$ cat config.mk
export PLATFORM = sky130hd
export DESIGN_NAME = ncpwm_mod
export DESIGN_NICKNAME = d
export VERILOG_FILES = /design/src/rtl/ncpwm_mod.sv
export SDC_FILE = /design/constraint.sdc
export NUM_CORES = 2
export LEC_CHECK = 0
export BUFFER_PORTS_ARGS = -buffer_cell sky130_fd_sc_hd__buf_4
export CAP_MARGIN = 20
export CORE_MARGIN = 2
export CORE_UTILIZATION = 30
export DETAILED_ROUTE_END_ITERATION = 16
export PLACE_DENSITY = 0.44
export SLEW_MARGIN = 20
export SYNTH_ARGS = -nofsm -noshare
export SYNTH_HDL_FRONTEND = slang
export SYNTH_SLANG_ARGS = --single-unit
export TNS_END_PERCENT = 30
$ cat constraint.sdc
create_clock -name clk -period 184.4 [get_ports clk]
set_input_delay 18.44 -clock clk [delete_from_list [all_inputs] [get_ports clk]]
set_output_delay 18.44 -clock clk [all_outputs]
set_load 0.02 [all_outputs]
$ cat src/rtl/ncpwm_mod.sv
module ncpwm_mod #(
  parameter int CW    = 16,
  parameter int PW    = 16,
  parameter int REF_W = CW + 4
) (
  input  logic                    clk,
  input  logic                    rst,
  input  logic signed [REF_W-1:0] ref_in,
  input  logic        [PW-1:0]    per_in,
  input  logic        [CW-1:0]    dq_in,
  output logic signed [3:0]       level_o,
  output logic                    strobe_o
);
  localparam int QW = PW - 2;
  localparam int NB = 4;
  localparam logic [CW-1:0] FS = {CW{1'b1}};

  logic [QW-1:0] n_q, qlen, m;
  logic [1:0]    qtr_q;
  logic [PW-1:0] per_l;
  logic [CW-1:0] dq_l, base, span, carr;
  logic [CW+QW-1:0] prod, quot;
  logic last_n, wrap, rising;
  logic [NB-1:0] above, below;
  logic signed [3:0] lvl_d;

  assign qlen   = (per_l[PW-1:2] == '0) ? QW'(1) : per_l[PW-1:2];
  assign last_n = (n_q == qlen - QW'(1));
  assign wrap   = last_n && (qtr_q == 2'd3);
  assign rising = ~qtr_q[0];
  assign base   = (qtr_q[0] ^ qtr_q[1]) ? dq_l : '0;
  assign span   = FS - base;
  assign m      = rising ? n_q : qlen - n_q;
  assign prod   = {{QW{1'b0}}, span} * {{CW{1'b0}}, m};
  assign quot   = prod / {{CW{1'b0}}, qlen};
  assign carr   = base + quot[CW-1:0];

  for (genvar k = 0; k < NB; k++) begin : g_band
    logic signed [REF_W-1:0] th;
    assign th       = REF_W'({2'(k), carr});
    assign above[k] = ref_in > th;
    assign below[k] = ref_in < -th;
  end

  always_comb lvl_d = 4'($countones(above)) - 4'($countones(below));

  always_ff @(posedge clk) begin
    if (rst) begin
      n_q      <= '0;
      qtr_q    <= '0;
      per_l    <= per_in;
      dq_l     <= dq_in;
      level_o  <= '0;
      strobe_o <= 1'b0;
    end else begin
      level_o  <= lvl_d;
      strobe_o <= wrap;
      if (last_n) begin
        n_q   <= '0;
        qtr_q <= qtr_q + 2'd1;
      end else begin
        n_q <= n_q + QW'(1);
      end
      if (wrap) begin
        per_l <= per_in;
        dq_l  <= dq_in;
      end
    end
  end


  level_pos_chk: assert property (@(posedge clk) disable iff (rst)
    (ref_in >= 0) |=> (level_o >= 0 && level_o <= 4));

  level_neg_chk: assert property (@(posedge clk) disable iff (rst)
    (ref_in < 0) |=> (level_o <= 0 && level_o >= -4));

  strobe_single_chk: assert property (@(posedge clk) disable iff (rst)
    strobe_o |-> (n_q == '0 && qtr_q == 2'd0));

  strobe_gap_chk: assert property (@(posedge clk) disable iff (rst)
    strobe_o |=> !strobe_o);

  cfg_hold_chk: assert property (@(posedge clk) disable iff (rst)
    !wrap |=> ($stable(per_l) && $stable(dq_l)));

  dip_floor_chk: assert property (@(posedge clk) disable iff (rst)
    (qtr_q[0] ^ qtr_q[1]) |-> (carr >= dq_l));
endmodule

=== After elaboration in Yosys (flattened, before gate mapping) ===
Index checks and enable logic that the tools add are counted.

* Logic and storage cells: 47
* Input bits: 54
* Register bits: 53

* Divide/modulo/power cells: 1
* Reduce and logical (&&, ||, !) cells: 4
* Mux-type cells: 7
* Multipliers: 1
* Bitwise operators: 1
* $lt $le $gt $ge: 8
* Add/subtract/negate cells: 17
* Equality and inequality tests: 2

{| class="wikitable"
|+ Operators with widths
! operator !! number
|-
| 20-bit < comparator || 4
|-
| 16-bit 2-to-1 mux || 5
|-
| 20-bit by 19-bit greater-than comparator with 1-bit output || 2
|-
| 18-bit negator with 20-bit output || 2
|-
| 30-bit by 14-bit divider with 30-bit output || 1
|-
| 16-bit by 14-bit multiplier with 30-bit output || 1
|-
| 14-bit 2-to-1 mux || 2
|-
| 20-bit by 17-bit greater-than comparator with 1-bit output || 1
|-
| 20-bit by 18-bit greater-than comparator with 1-bit output || 1
|-
| 16-bit negator with 20-bit output || 1
|-
| 17-bit negator with 20-bit output || 1
|-
| 16-bit adder || 1
|-
| 16-bit subtractor (first input constant) || 1
|-
| 14-bit by 1-bit adder with 14-bit output (second input constant) || 1
|-
| 14-bit equality test || 1
|-
| 14-bit zero test || 1
|-
| 14-bit by 1-bit subtractor with 14-bit output (second input constant) || 1
|-
| 14-bit subtractor || 1
|-
| 1-bit by 1-bit adder with 2-bit output || 4
|-
| 2-bit by 2-bit adder with 3-bit output || 2
|-
| 3-bit by 3-bit subtractor with 4-bit output || 1
|-
| 2-bit by 1-bit adder with 2-bit output (second input constant) || 1
|-
| 2-bit equality test (second input constant) || 1
|-
| 2-bit nonzero test || 1
|-
| 3 further kinds || 3
|}

=== Longest topological paths before layout ===
* Word-level depth: 12
* Depth in mapped cells: 525
* Gate-level depth less buffers: 482

=== Worst setup path after synthesis ===
No wires, ideal clock.

* Path kind: register to register
* From: reg per_l[8]
* To: reg level_o[2]
* Library setup time: 0.125 ns
* Required time: 184.275 ns
* Period minus slack after synthesis: 98.033 ns
* Arrival: 97.908 ns
* Path slack: 86.367 ns
* Stages on the path, launching flop included: 500
* Path through: edfxtp_1 > clkbuf_1 > or3_1 > nor3_4 > a21oi_1 > ha_1 > nor2b_1 > o21ai_0 > nand2b_1 > a21o_1 > a21o_1 > a21o_1 > a21o_1 > a21o_1 > a21o_1 > a21o_1 > a21o_1 > a21o_1 > [... 464 more ...] > xnor2_1 > ha_1 > nor2b_1 > o21ai_0 > nand2b_1 > a21oi_1 > nor2_1 > nor2_1 > nor2_1 > o21ai_0 > a31oi_1 > fa_1 > fa_1 > fa_1 > ha_1 > fa_1 > xor2_1 > nor2_1

* Word-level cells in the longest chain between the ends: 12
* Elaborated cells between the ends (all ways): 26

{| class="wikitable"
|+ RTL lines
! element !! line !! RTL
|-
| from (decl) || 20 || <nowiki>logic [PW-1:0] per_l;</nowiki>
|-
| from (signal assigned) || 51 || <nowiki>per_l <= per_in;</nowiki>
|-
| from (signal assigned) || 65 || <nowiki>per_l <= per_in;</nowiki>
|-
| 14-bit zero test || 27 || <nowiki>assign qlen = (per_l[PW-1:2] == '0) ? QW'(1) : per_l[PW-1:2];</nowiki>
|-
| 14-bit 2-to-1 mux (*) || 27 ||
|-
| 14-bit subtractor || 33 || <nowiki>assign m = rising ? n_q : qlen - n_q;</nowiki>
|-
| 14-bit 2-to-1 mux || 33 ||
|-
| 16-bit by 14-bit multiplier with 30-bit output || 34 || <nowiki>assign prod = {{QW{1'b0}}, span} * {{CW{1'b0}}, m};</nowiki>
|-
| 30-bit by 14-bit divider with 30-bit output (*) || 35 || <nowiki>assign quot = prod / {{CW{1'b0}}, qlen};</nowiki>
|-
| 16-bit adder (*) || 36 || <nowiki>assign carr = base + quot[CW-1:0];</nowiki>
|-
| 18-bit negator with 20-bit output (tied with other cells) || 42 || <nowiki>assign below[k] = ref_in < -th;</nowiki>
|-
| 20-bit < comparator || 42 ||
|-
| 1-bit by 1-bit adder with 2-bit output (not written as such) || 45 || <nowiki>always_comb lvl_d = 4'($countones(above)) - 4'($countones(below));</nowiki>
|-
| 2-bit by 2-bit adder with 3-bit output (not written as such) || 45 ||
|-
| 3-bit by 3-bit subtractor with 4-bit output (*) || 45 ||
|-
| to (signal assigned) || 56 || <nowiki>level_o <= lvl_d;</nowiki>
|-
| to (decl) || 11 || <nowiki>output logic signed [3:0] level_o,</nowiki>
|}

Every way passes the cells marked *; elsewhere a longest branch is shown, timed or not.
A chain may end at the register's enable or synchronous reset.

=== Worst setup path in the final report ===
* From: reg per_l[13]
* To: reg level_o[2]

The elaborated chain is that of the path after synthesis.

==> results.md <==
* WL/cell at 17.7 um
* Final setup vio count at 0
* MaxCap Viol Count at 0
* DR vias at 29,600
* Worst path required time at 184.65 ns
* Clk pin slew, worst setup/hold paths at 0.09 ns
* Fin. max-slew vios at 0
* Avg Inst Size Synth at 7.48 um^2
* Root Driver: clkbuf_16
* WHS at 0.510 ns
* WL final at 98.4 mm
* Core area at 0.104 mm^2
* DRC viols at 0
* Die Span X at approximately 330 um
* Layout area overhead at 6.93%
* Filler cells at 11,400
* YS warnings at 0
* Sink Count at 51
* Largest net degree at the start of global routing at 35
* Register bit total from synthesis at 51
* Area leader, netlist: ha_1
* Most frequent cell after synthesis: ha_1
* Die area at roughly 0.11 mm^2
* Status: finished clean
* Clock buffer count from CTS at 5
* Port bufs at 56
* Synth Flop Type: edfxtp_1
* Fmax at between 8 and 9 MHz
* Hold Crit Class: reg2reg
* Ports at a little under 60
* Layout Skew at approximately 0.016 ns
* Top cells by count, synth: ha_1, nor2_1, nand2_1
* Post-synthesis cell type count at between 100 and 150
* CP dominant cell by count: o21a_1
* Remaining antenna violation count after routing at 0
* Clk Latency, worst-skew pair at between 0.3 and 0.4 ns
* Share of cells above drive strength 1 at 0.0769
* Design area at 0.0335 mm^2
* Final min period at 111.48 ns
* Mapped Cells at 4,188
* Period utilization at 0.605
* Post-synth EDFFs at 30
* Mapped Area at between 0.03 and 0.04 mm^2
* Top-area cell type share of the netlist area at 0.198
* Max FO, Critical Path at 33
* Sequential element share of the synthesized area at 0.0422
* Detail Placement HPWL at 83.1 mm
* Synth top area cells: ha_1, fa_1, nor2_1
* Setup crit end kind: flop
* Placed Area at 0.0333 mm^2
* Sum Neg Setup Slack at 0 ns
* Nature of the critical path startpoint: flop
* Vias in the first global route at 29,500
* Worst Setup Path Type: reg2reg
* WP data arrival at 111.73 ns
* Crit path max-delay cell type: o21ai_1
* H-tree levels at 2
* Die height at 327 um
* Post-DR vias/cell at ~5.3
* FF-to-FF path depth at 467
* Rel. slew slack at 0.268
* Number of diodes at 0
* Initial antenna violation count at 0
* Post-CTS sizing at 0
* WHS Path Cells at 2
* Drt initial violations at 1,529
* TritonCTS clock tree: done
* Postcts setup bufs at 0
* Layout Nets at 4,895
* RSZ-0062 raised after global routing: no
* Initial core utilization at 0.302
* Num rows at between 100 and 150
* Slew @ Worst Pin at 1.09 ns
* Routability congestion estimate at 0.847
* Hold-fix buffers, CTS at 0
* Async set-reset flop share out of synthesis at 0
* Tot GR Track Use at 0.184
* Syn_nets at 4,910
* Final hold vios at 0
* Drt first pass iters at 5
* Slowest Stage Delay on Critical Path at around 0.92 ns
* Global-route wire length before repair at 161 mm
* Congestion Overflow GR at 0
* Clock Path Buffers at 2
==> registers in the layout, summed over array words and instances, names as in the netlist <==
| signal | cells |
|---|---|
| strobe_o | 1 |
| level_o | 4 |
| n_q | 14 |
| dq_l | 16 |
| per_l | 14 |
| qtr_q | 2 |
==> cells by family after synthesis <==
group	count (synthesis)	synth area share
xor+xnor	244	0.0682
compound gates	1151	0.251
flops	51	0.0422
simple gates	1536	0.235
fa+ha+maj	668	0.308
buf+inv	410	0.0508
mux	128	0.0449
==> cells in the final DEF (no fill, tap or decap), types with 10 or more instances in the layout <==
cell type    n
o21ai_0    174
dfxtp_1     21
a21o_1     105
o211ai_1    39
a31oi_1     31
mux2_2      89
a21boi_0    16
a2111oi_0   10
edfxtp_1    30
and4_1      12
o21a_1     186
o31ai_1     61
or3_1       47
buf_4       94
nor2_1     429
nand2b_1    47
xnor2_1    167
nor3_1     198
nor2b_1     50
o22ai_1     14
inv_1      285
a211oi_1    32
a211o_1     12
fa_1       172
ha_1       496
a21oi_1    266
nand4_1     45
xor2_1      77
or2_2       52
o21bai_1    22
nand2_1    416
nor4_1      25
mux2i_1     35
o211a_1     13
and2_1      44
and3_1      25
nand3_1     89
o21ai_1     15
==> through the flow <==
stage / setup WS [ns] / instances / utilization
2_1_floorplan: 86.37 / 4188 / -
6_report: 72.92 / 5554 / 0.323
3_5_place_dp: 73.05 / 5545 / 0.322
3_3_place_gp: 73.27 / 5545 / 0.322
4_1_cts: 72.53 / 5553 / 0.323
5_1_grt: 63.12 / 5554 / 0.323
==> worst max-delay path, delay by kind of cell, from the launching register on <==
kind                     cells  cell delay (ns)
AND/OR/NAND/NOR            113            24.56
flip-flops                   1             0.66
adder cells (fa/ha/maj)     46            16.17
AO/OA/AOI/OAI              266            60.49
multiplexers                 9             2.27
XOR/XNOR                     5             1.45
buffers and inverters       28             5.26
==> path summary, 6_finish.rpt <==
kind	startpoint	end	slack, ns
max	per_l[13]	level_o[2]	72.92
min	qtr_q[1]	qtr_q[1]	0.51
max reg2reg	per_l[13]	level_o[2]	72.92
min reg2reg	qtr_q[1]	qtr_q[1]	0.51
==> final cells by class <==
cell class / count / area [um^2] / share of cell area
Sequential cell: 51 / 1320 / 0.0394
Clock buffer: 5 / 125 / 0.00373
Multi-Input combinational cell: 3727 / 28500 / 0.850
Inverter: 293 / 1100 / 0.0329
Clock inverter: 3 / 33.8 / 0.00101
Timing Repair Buffer: 95 / 721 / 0.0215
Tap cell: 1380 / 1730 / 0.0515
==> routing by layer <==
layer  vias up  GRT usage  part of all wire
met5         -          0                 0
li1      15200          -                 -
met1     14100      0.258              0.50
met3        40     0.0135             0.027
met4         0     0.0183            0.0081
met2       347      0.319              0.47
Power is not shown: default switching activity piles up to over one toggle a cycle in this logic, so the estimate is an artifact.
